`src/rtl/irq_entry_pkg.sv`:
```
// Shared types and flag bit positions for the interrupt entry sequencer.
package irq_entry_pkg;
    typedef enum logic [2:0] {
        ST_IDLE, ST_ACK, ST_FLAGS, ST_SAVEF, ST_SAVEPC, ST_IPL, ST_VEC
    } ent_state_t;

    localparam int FLG_STEP_BIT   = 4;
    localparam int FLG_IE_BIT     = 6;
    localparam int FLG_STKSEL_BIT = 7;
endpackage

```
`src/rtl/irq_entry_fsm.sv`:
```
// Step controller: decides acceptance at an instruction boundary (or on a
// suspendable instruction) and walks the fixed entry steps one per cycle.
// Assumes insn_done/insn_abortable are stable around the clock edge.
module irq_entry_fsm
    import irq_entry_pkg::*;
(
    input  logic       clk,
    input  logic       rst_n,
    input  logic       req_valid,
    input  logic       insn_done,
    input  logic       insn_abortable,
    output ent_state_t state,
    output logic       accept,
    output logic       abandon
);
    ent_state_t state_nx;

    // Acceptance only while idle and at a point where the core can stop.
    always_comb begin
        accept  = (state == ST_IDLE) && req_valid && (insn_done || insn_abortable);
        abandon = accept && insn_abortable && !insn_done;
    end

    // Fixed step order; every step lasts one cycle.
    always_comb begin
        case (state)
            ST_IDLE:   state_nx = accept ? ST_ACK : ST_IDLE;
            ST_ACK:    state_nx = ST_FLAGS;
            ST_FLAGS:  state_nx = ST_SAVEF;
            ST_SAVEF:  state_nx = ST_SAVEPC;
            ST_SAVEPC: state_nx = ST_IPL;
            ST_IPL:    state_nx = ST_VEC;
            default:   state_nx = ST_IDLE;
        endcase
    end

    // State register with synchronous reset.
    always_ff @(posedge clk) begin
        if (!rst_n) state <= ST_IDLE;
        else        state <= state_nx;
    end

    // abandon never asserted while the sequence is already running.
    assert_abandon_idle_R3: assert property (@(posedge clk) disable iff (!rst_n)
        abandon |-> (state == ST_IDLE) && !insn_done);

    // once the vector step is reached, the sequence returns to idle.
    assert_vec_then_idle_R9: assert property (@(posedge clk) disable iff (!rst_n)
        (state == ST_VEC) |=> (state == ST_IDLE));
endmodule

```
`src/rtl/irq_entry_dp.sv`:
```
// Datapath: latches the request context, drives the memory bus and the
// register write strobes for each step. Assumes a zero-wait bus whose read
// data is valid in the cycle of bus_rd, and DW >= AW.
module irq_entry_dp
    import irq_entry_pkg::*;
#(
    parameter int AW         = 24,
    parameter int DW         = 32,
    parameter int FW         = 8,
    parameter int LW         = 3,
    parameter int NW         = 8,
    parameter int FLAG_BYTES = 2,
    parameter int PC_BYTES   = 4
) (
    input  logic          clk,
    input  logic          rst_n,
    input  ent_state_t    state,
    input  logic          accept,
    input  logic [LW-1:0] req_level,
    input  logic          req_fast,
    input  logic [FW-1:0] cur_flg,
    input  logic [AW-1:0] cur_pc,
    input  logic [AW-1:0] cur_isp,
    input  logic [AW-1:0] intb,
    input  logic [AW-1:0] fast_vec,
    input  logic [DW-1:0] bus_rdata,
    output logic          fast_q,
    output logic          bus_rd,
    output logic          bus_wr,
    output logic [AW-1:0] bus_addr,
    output logic [DW-1:0] bus_wdata,
    output logic          ack_clr,
    output logic [NW-1:0] ack_num,
    output logic          flg_we,
    output logic [FW-1:0] flg_wdata,
    output logic          isp_we,
    output logic [AW-1:0] isp_wdata,
    output logic          svf_we,
    output logic [FW-1:0] svf_wdata,
    output logic          svp_we,
    output logic [AW-1:0] svp_wdata,
    output logic          ipl_we,
    output logic [LW-1:0] ipl_wdata,
    output logic          pc_we,
    output logic [AW-1:0] pc_wdata
);
    localparam logic [AW-1:0] ACK_ADDR_NORM = '0;
    localparam logic [AW-1:0] ACK_ADDR_FAST = AW'(2);
    localparam logic [AW-1:0] FLAG_STEP     = AW'(FLAG_BYTES);
    localparam logic [AW-1:0] PC_STEP       = AW'(PC_BYTES);
    localparam logic [FW-1:0] CLR_MASK      = FW'((1 << FLG_STEP_BIT) |
                                                  (1 << FLG_IE_BIT) |
                                                  (1 << FLG_STKSEL_BIT));

    logic [LW-1:0] level_q;
    logic [AW-1:0] ret_pc_q;
    logic [AW-1:0] sp_q;
    logic [NW-1:0] num_q;
    logic [FW-1:0] tmp_flg_q;
    logic [AW-1:0] sp_flag_slot;
    logic [AW-1:0] sp_pc_slot;
    logic [AW-1:0] vec_addr;

    assign sp_flag_slot = sp_q - FLAG_STEP;
    assign sp_pc_slot   = sp_q - PC_STEP;
    assign vec_addr     = intb + (AW'(num_q) << 2);

    // Capture request context, interrupt number, temp flags and stack pointer.
    always_ff @(posedge clk) begin
        if (!rst_n) begin
            level_q   <= '0;
            fast_q    <= 1'b0;
            ret_pc_q  <= '0;
            sp_q      <= '0;
            num_q     <= '0;
            tmp_flg_q <= '0;
        end else begin
            if (accept) begin
                level_q  <= req_level;
                fast_q   <= req_fast;
                ret_pc_q <= cur_pc;
                sp_q     <= cur_isp;
            end
            if (state == ST_ACK) begin
                num_q     <= bus_rdata[NW-1:0];
                tmp_flg_q <= cur_flg;
            end
            if (!fast_q && state == ST_SAVEF)  sp_q <= sp_flag_slot;
            if (!fast_q && state == ST_SAVEPC) sp_q <= sp_pc_slot;
        end
    end

    // Per-step bus and register strobes.
    always_comb begin
        bus_rd    = 1'b0;
        bus_wr    = 1'b0;
        bus_addr  = '0;
        bus_wdata = '0;
        ack_clr   = 1'b0;
        ack_num   = num_q;
        flg_we    = 1'b0;
        flg_wdata = tmp_flg_q & ~CLR_MASK;
        isp_we    = 1'b0;
        isp_wdata = '0;
        svf_we    = 1'b0;
        svf_wdata = tmp_flg_q;
        svp_we    = 1'b0;
        svp_wdata = ret_pc_q;
        ipl_we    = 1'b0;
        ipl_wdata = level_q;
        pc_we     = 1'b0;
        pc_wdata  = fast_q ? fast_vec : bus_rdata[AW-1:0];
        case (state)
            ST_ACK: begin
                bus_rd   = 1'b1;
                bus_addr = fast_q ? ACK_ADDR_FAST : ACK_ADDR_NORM;
            end
            ST_FLAGS: begin
                flg_we  = 1'b1;
                ack_clr = 1'b1;
            end
            ST_SAVEF: begin
                if (fast_q) begin
                    svf_we = 1'b1;
                end else begin
                    bus_wr    = 1'b1;
                    bus_addr  = sp_flag_slot;
                    bus_wdata = DW'(tmp_flg_q);
                    isp_we    = 1'b1;
                    isp_wdata = sp_flag_slot;
                end
            end
            ST_SAVEPC: begin
                if (fast_q) begin
                    svp_we = 1'b1;
                end else begin
                    bus_wr    = 1'b1;
                    bus_addr  = sp_pc_slot;
                    bus_wdata = DW'(ret_pc_q);
                    isp_we    = 1'b1;
                    isp_wdata = sp_pc_slot;
                end
            end
            ST_IPL: ipl_we = 1'b1;
            ST_VEC: begin
                pc_we = 1'b1;
                if (!fast_q) begin
                    bus_rd   = 1'b1;
                    bus_addr = vec_addr;
                end
            end
            default: ;
        endcase
    end

    // each stack write lands exactly where the new stack pointer points.
    assert_push_at_sp_R6: assert property (@(posedge clk) disable iff (!rst_n)
        (bus_wr && isp_we) |-> (bus_addr == isp_wdata));

    // the PC is written PC_BYTES below the flag word written just before.
    assert_pc_below_flags_R6: assert property (@(posedge clk) disable iff (!rst_n)
        (bus_wr && $past(bus_wr)) |-> (bus_addr == $past(bus_addr) - PC_STEP));

    // shadow saves never coincide with stack traffic.
    assert_fast_no_stack_R7: assert property (@(posedge clk) disable iff (!rst_n)
        (svf_we || svp_we) |-> (!bus_wr && !isp_we));
endmodule

```
`src/rtl/irq_entry_seq.sv`:
```
// Interrupt entry sequencer top: joins the step controller and the datapath.
// Assumes the core stalls and holds cur_flg, cur_pc and cur_isp while busy.
module irq_entry_seq
    import irq_entry_pkg::*;
#(
    parameter int AW         = 24,
    parameter int DW         = 32,
    parameter int FW         = 8,
    parameter int LW         = 3,
    parameter int NW         = 8,
    parameter int FLAG_BYTES = 2,
    parameter int PC_BYTES   = 4
) (
    input  logic          clk,
    input  logic          rst_n,
    input  logic          req_valid,
    input  logic [LW-1:0] req_level,
    input  logic          req_fast,
    input  logic          insn_done,
    input  logic          insn_abortable,
    output logic          abandon,
    output logic          busy,
    input  logic [FW-1:0] cur_flg,
    input  logic [AW-1:0] cur_pc,
    input  logic [AW-1:0] cur_isp,
    input  logic [AW-1:0] intb,
    input  logic [AW-1:0] fast_vec,
    output logic          bus_rd,
    output logic          bus_wr,
    output logic [AW-1:0] bus_addr,
    output logic [DW-1:0] bus_wdata,
    input  logic [DW-1:0] bus_rdata,
    output logic          ack_clr,
    output logic [NW-1:0] ack_num,
    output logic          flg_we,
    output logic [FW-1:0] flg_wdata,
    output logic          isp_we,
    output logic [AW-1:0] isp_wdata,
    output logic          svf_we,
    output logic [FW-1:0] svf_wdata,
    output logic          svp_we,
    output logic [AW-1:0] svp_wdata,
    output logic          ipl_we,
    output logic [LW-1:0] ipl_wdata,
    output logic          pc_we,
    output logic [AW-1:0] pc_wdata
);
    ent_state_t state;
    logic       accept;
    logic       fast_q;

    assign busy = (state != ST_IDLE);

    irq_entry_fsm u_fsm (
        .clk            (clk),
        .rst_n          (rst_n),
        .req_valid      (req_valid),
        .insn_done      (insn_done),
        .insn_abortable (insn_abortable),
        .state          (state),
        .accept         (accept),
        .abandon        (abandon)
    );

    irq_entry_dp #(
        .AW(AW), .DW(DW), .FW(FW), .LW(LW), .NW(NW),
        .FLAG_BYTES(FLAG_BYTES), .PC_BYTES(PC_BYTES)
    ) u_dp (
        .clk       (clk),
        .rst_n     (rst_n),
        .state     (state),
        .accept    (accept),
        .req_level (req_level),
        .req_fast  (req_fast),
        .cur_flg   (cur_flg),
        .cur_pc    (cur_pc),
        .cur_isp   (cur_isp),
        .intb      (intb),
        .fast_vec  (fast_vec),
        .bus_rdata (bus_rdata),
        .fast_q    (fast_q),
        .bus_rd    (bus_rd),
        .bus_wr    (bus_wr),
        .bus_addr  (bus_addr),
        .bus_wdata (bus_wdata),
        .ack_clr   (ack_clr),
        .ack_num   (ack_num),
        .flg_we    (flg_we),
        .flg_wdata (flg_wdata),
        .isp_we    (isp_we),
        .isp_wdata (isp_wdata),
        .svf_we    (svf_we),
        .svf_wdata (svf_wdata),
        .svp_we    (svp_we),
        .svp_wdata (svp_wdata),
        .ipl_we    (ipl_we),
        .ipl_wdata (ipl_wdata),
        .pc_we     (pc_we),
        .pc_wdata  (pc_wdata)
    );

    // a sequence starts only after a boundary or a suspendable instruction.
    assert_start_at_boundary_R2: assert property (@(posedge clk) disable iff (!rst_n)
        $rose(busy) |-> $past(req_valid && (insn_done || insn_abortable)));

    // the written flag word always has the three control bits cleared.
    assert_flags_cleared_R5: assert property (@(posedge clk) disable iff (!rst_n)
        flg_we |-> (!flg_wdata[FLG_IE_BIT] && !flg_wdata[FLG_STEP_BIT] &&
                    !flg_wdata[FLG_STKSEL_BIT]));

    // the handler PC is loaded only right after the level update.
    assert_pc_after_level_R8: assert property (@(posedge clk) disable iff (!rst_n)
        pc_we |-> $past(ipl_we));

    // the request clear follows the acknowledge read by one cycle.
    assert_clear_after_ack_R4: assert property (@(posedge clk) disable iff (!rst_n)
        ack_clr |-> ($past(bus_rd) && $past(busy) && busy));

    // a fast entry never touches the memory bus for writes.
    assert_fast_no_write_R7: assert property (@(posedge clk) disable iff (!rst_n)
        (busy && fast_q) |-> !bus_wr);
endmodule

```
`config.mk`:
```
export PLATFORM = sky130hd
export DESIGN_NAME = irq_entry_seq
export DESIGN_NICKNAME = d
export VERILOG_FILES = /design/src/rtl/irq_entry_pkg.sv /design/src/rtl/irq_entry_fsm.sv /design/src/rtl/irq_entry_dp.sv /design/src/rtl/irq_entry_seq.sv
export SDC_FILE = /design/constraint.sdc
export NUM_CORES = 1
export LEC_CHECK = 0
export BUFFER_PORTS_ARGS = -buffer_cell sky130_fd_sc_hd__buf_4
export CAP_MARGIN = 10
export CORE_MARGIN = 8
export CORE_UTILIZATION = 50
export CTS_BUF_LIST = sky130_fd_sc_hd__clkbuf_8
export CTS_CLUSTER_SIZE = 24
export DETAILED_ROUTE_END_ITERATION = 10
export PLACE_DENSITY = 0.87
export RECOVER_POWER = 100
export SYNTH_ARGS = -nofsm -noshare
export SYNTH_HDL_FRONTEND = slang
export SYNTH_HIERARCHICAL = 1
export SYNTH_SLANG_ARGS = --single-unit
```
`constraint.sdc`:
```
create_clock -name clk -period 3.7 [get_ports clk]
set_input_delay 0.185 -clock clk [delete_from_list [all_inputs] [get_ports clk]]
set_output_delay 0.185 -clock clk [all_outputs]
set_load 0.01 [all_outputs]
```
### Word-level counts from Yosys, hierarchy flattened

Index checks and enable logic that the tools add are counted.

| word-level totals | value |
|---|---|
| register bits after elaboration | 71 |
| latch bits | 0 |
| bits in writable memories | 0 |
| bits in read-only memories | 0 |
| input bits | 145 |
| output and inout port bits | 166 |
| logic and storage cells | 53 |
| memories kept | 0 |

| cells by class | value |
|---|---|
| add/subtract/negate cells | 3 |
| multipliers | 0 |
| divide/modulo/power cells | 0 |
| magnitude comparators | 0 |
| equal/unequal tests | 6 |
| shifts and indexed selects | 0 |
| mux-type cells | 24 |
| bitwise operators | 0 |
| reductions and logical operators | 13 |

Operators with widths:

| operator | count |
|---|---|
| $mux W24 | 8 |
| $pmux W24 S4 | 1 |
| $pmux W32 S2 | 1 |
| $pmux W24 S2 | 1 |
| $add A24 B10 Y24 | 1 |
| $sub A24 B2 Y24 const B | 1 |
| $sub A24 B3 Y24 const B | 1 |
| $pmux W3 S6 | 1 |
| $eq A3 B3 Y1 const B | 3 |
| $mux W1 | 9 |
| $mux W8 | 1 |
| $eq A3 B2 Y1 const B | 2 |
| $logic_and A1 B1 Y1 | 6 |
| $reduce_bool A3 Y1 | 2 |
| $eq A3 B1 Y1 const B | 1 |
| $logic_not A3 Y1 | 1 |
| $logic_not A1 Y1 | 2 |
| $mux W2 | 1 |
| $pmux W1 S2 | 1 |
| $reduce_or A2 Y1 | 1 |
| $logic_or A1 B1 Y1 | 1 |

### Longest topological paths before layout

| depth | value |
|---|---|
| depth in word-level cells | 6 |
| mapped depth | 10 |
| gate-level depth less buffers | 8 |

### Modules after synthesis

Netlist, hierarchy kept.

Modules (own cells, without submodules):

| module | times used | cells an instance | area each (um^2) | seq. area each (um^2) |
|---|---|---|---|---|
| irq_entry_dp | 1 | 695 | 5362.6 | 1361.3 |
| irq_entry_fsm | 1 | 18 | 162.7 | 60.1 |
| irq_entry_seq | 1 | 1 | 6.3 | 0.0 |

### Worst setup path after synthesis

Ideal clock, no wire load.

| timing | value |
|---|---|
| kind | register to output |
| start | register u_dp.num_q[1] (netlist: u_dp/ack_num[1]) |
| end | output bus_addr[17] |
| arrival | 2.166 ns |
| data required time | 3.515 ns |
| slack | 1.349 ns |
| cell stages (with the launch flop) | 8 |
| path buffers | 0 |
| path through | dfxtp_1 > ha_1 > a211oi_1 > o21ai_0 > a211oi_1 > or2_2 > nor4_1 > or3_1 |

| between the ends | value |
|---|---|
| cells in the longest elaborated chain, start to end | 3 |

RTL lines:

| element | line | RTL |
|---|---|---|
| start, declared | irq_entry_dp.sv:58 | `logic [NW-1:0] num_q;` |
| start signal, assigned | irq_entry_dp.sv:85 | `num_q <= bus_rdata[NW-1:0];` |
| $add A24 B10 Y24 | irq_entry_dp.sv:66 | `assign vec_addr = intb + (AW'(num_q) << 2);` |
| $mux W24 | irq_entry_dp.sv:147 | `if (!fast_q) begin` |
| $pmux W24 S4 | irq_entry_dp.sv:113 | `case (state)` |
| end, declared | irq_entry_seq.sv:30 | `output logic [AW-1:0] bus_addr,` |

No other way between the ends.

### Worst setup path after layout

| timing | value |
|---|---|
| start | register u_dp.sp_q[2] |
| end | output bus_addr[14] |

| between the ends | value |
|---|---|
| cells in the longest elaborated chain, start to end | 3 |
| elaborated cells on any way between the ends | 5 |
| those cells by class | add/sub: 2; mux: 3 |

RTL lines:

| element | line | RTL |
|---|---|---|
| start, declared | irq_entry_dp.sv:57 | `logic [AW-1:0] sp_q;` |
| start signal, assigned | irq_entry_dp.sv:82 | `sp_q <= cur_isp;` |
| start signal, assigned | irq_entry_dp.sv:88 | `if (!fast_q && state == ST_SAVEF) sp_q <= sp_flag_slot;` |
| start signal, assigned | irq_entry_dp.sv:89 | `if (!fast_q && state == ST_SAVEPC) sp_q <= sp_pc_slot;` |
| $sub A24 B3 Y24 / $sub A24 B2 Y24 (equally long branches) | irq_entry_dp.sv:65, irq_entry_dp.sv:64 |  |
| $mux W24 (on tied branches) | irq_entry_dp.sv:134, irq_entry_dp.sv:123 |  |
| $pmux W24 S4 * | irq_entry_dp.sv:113 |  |

Mark *: on every way between the ends. The rest lies on a longest branch, timed or not.

==> reports/results.txt <==
Reg2Reg Depth: 8
Core Area: 10840 um2
hold path endpoint: u_dp/svf_wdata[3]
Levels on crit path: 9
routed length per instance: 19.67 um
crit-path cells: inv_1 > ha_1 > nor3b_2 > nand3_1 > nor2_1 > a21oi_1 > a311oi_1 > a21o_1 > clkbuf_1
first-pass GRT wire length: 32.82 mm
CP arrival: 3.18 ns
Worst-Skew Late Latency: 0.36 ns
CTS Buffer Depth: 2
leakage dissipation: 0.003114 uW
Worst Max-Slew Pin Slew: 1.423 ns
commonest non-fill, non-tap cell in the layout: buf_4
RSZ-0062 raised after global routing: no
flop-to-flop setup slack: 0.48 ns
worst r2r src: u_fsm/state[1]
synthesis-to-finish area growth: 31.85%
Final Skew: 0.01312 ns
total CTS buffers: 9
Die X: 121.2 um
sequential element share of the synthesized area: 0.2570
Max stage delay on crit path: 0.55 ns
# rows: 38
Final setup violation count: 0
mean area per synthesized cell: 7.747 um2
Async SR Flop Fraction: 0
fin crit share: 0.9083
min Tclk post-route: 3.361 ns
vias: 6382
H-tree depth: 3
hold violation count in the final report: 0
pin count of the biggest net entering global routing: 71
die area: 14680 um2
Hold WS: 0.08036 ns
Post-DP HPWL: 17.06 mm
Multi-input gate area: 3691 um2
most frequent cells in the layout: buf_4 (164), clkbuf_1 (136), dfxtp_1 (71), nand2_1 (68), a21oi_1 (48)
final WL: 21.89 mm
Mapped Area: 5532 um2
initial antenna violation count: 0
Placer Congestion: 0.9145
FMAX: 0.2976 GHz
CP Buf/Inv Count: 2
distinct cell type count after synthesis: 75
clock sink count: 71
CTS clk-pin slew, worst paths: 0.09 ns
outcome: completed
Post-CTS Setup Bufs: 0
setup TNS: 0 ns
Die H: 121.2 um
first-pass iteration count of the detailed router: 5
DR iter-0 viols: 497
Yosys warnings: 6
DR vias/cell: 5.734
Critical Path Sink Type: output port
Gate Count Post-Synth: 714
CP Launch Type: register
Slew HR: 0.05138
PwrDens: 330.4 nW/um2
Post-synth EDFFs: 0
Top Family by Delay on Critical Path: simple AND/OR/NAND/NOR gates
CP Max Fanout: 9
sequential cell area: 1421 um2
gr ovfl total: 0
Peak supply drop: 0.2902 mV
final-stage net count: 1125
# DRC: 0
all-layer global routing usage: 0.2819
Slew Limit Fails: 0
worst min path class: primary input to register
layout cells sized above 1: 0.2261
R2R Path End: u_dp/sp_q[17]
vias in the first global route: 6031
post-route antenna net violation count: 0
Antenna Diode Count: 0
I/O Buffers: 291
fill count: 1035
TritonCTS clock tree: yes
Crit Path Category: register to output port
Initial Util: 0.5103
worst hold path stage count: 3
CP max stage cell: nor3b_2
ys flop type: dfxtp_1
HP Start: cur_flg[3]
WP data required: 3.51 ns
Clock Tree Root: clkbuf_8
#FFs+latches synth: 71
CTS Hold Bufs: 0
MaxCap Viol Count: 0
io pins: 311
## sequential cells by signal, summed over array words and instances, names as in the netlist
signal,cells
u_dp/sp_q,24
u_dp/svp_wdata,24
u_dp/ack_num,8
u_dp/svf_wdata,8
u_dp/ipl_wdata,3
u_fsm/state,3
u_dp/fast_q,1
## layout make-up
cell class	instances	share of cell area
inverters	23	0.01184
flip-flops and latches	71	0.1949
clock inverters	7	0.006691
clock buffers	9	0.01698
well taps	140	0.02402
multi-input cells	562	0.5061
repair buffers	301	0.2395
## layer usage
metal | vias to the layer above | track usage | routed length (um)
li1 | 3055 | - | -
met1 | 2951 | 0.3242 | 8513
met4 | 0 | 0.1002 | 532
met3 | 41 | 0.09214 | 2121
met2 | 335 | 0.4798 | 10720
met5 | - | 0 | 0
## through the flow
step / power, uW / std cells / setup WS (ns) / cell area, um2 / util
after floorplan: 1519 / 724 / 1.349 / 5569 / -
after global placement: 1899 / 1097 / 0.6458 / 7681 / 0.7086
after detailed placement: 1918 / 1097 / 0.5590 / 7681 / 0.7086
after CTS: 2489 / 1113 / 0.1499 / 7854 / 0.7245
after global routing: 2551 / 1113 / 0.1580 / 7293 / 0.6728
final: 2410 / 1113 / 0.3393 / 7293 / 0.6728
## worst max-delay path by stage
stage | from | to | slack [ns]
after CTS | u_dp/fast_q | bus_addr[0] | 0.15
after global placement | u_dp/fast_q | bus_addr[0] | 0.65
after floorplan | u_dp/ack_num[1] | bus_addr[17] | 1.35
after detailed placement | u_dp/fast_q | bus_addr[0] | 0.56
final | u_dp/sp_q[2] | bus_addr[14] | 0.34
after global routing | u_dp/sp_q[2] | bus_addr[14] | 0.16
## worst reg2reg max path, stage by stage (launching register included)
cell	delay, ns
dfxtp_1	0.48
or4b_1	0.62
nor2_1	0.46
nor3_1	0.13
clkbuf_1	0.58
a21oi_1	0.44
o21ai_0	0.14
a31oi_1	0.19
nor2b_1	0.06
## Yosys cell counts, drive strengths merged (11+ instances only)
library cell   n  share of area
a21boi        21          0.029
a21o          14          0.019
a21oi         48          0.043
and2          21          0.024
buf           33          0.038
clkbuf        35          0.024
dfxtp         71           0.26
ha            11          0.025
inv           22          0.015
mux2          24          0.049
mux2i         28          0.051
nand2         68          0.046
nand3         27          0.028
nor2          41          0.028
nor2b         33          0.037
nor3          16          0.015
o211ai        11          0.015
o21ai         46          0.042
## report_power, final
part / switching, uW / internal [uW] / total [uW]
logic: 520 / 380 / 900
clock network: 327 / 244 / 571
registers: 105 / 833 / 939
total: 952 / 1460 / 2410
## cells by family (layout without fill, tap and decap cells)
logic type	Yosys count	in the layout	synth area share
and+or+nand+nor	265	265	0.2653
AOI/OAI and AO/OA	204	204	0.2434
buffers and inverters	91	340	0.07713
DFF	71	71	0.2570
muxes	52	52	0.09953
xor gates and xnor gates	18	18	0.02850
adders and majority gates	12	12	0.02850
other	1	11	0.0006779
## what timing repair did
item                       in CTS  in global routing
hold endpoints to repair        0                  0
setup endpoints to repair       0                  4
resized for setup               0                  1
Note: power is estimated with default switching activity, not from simulation.
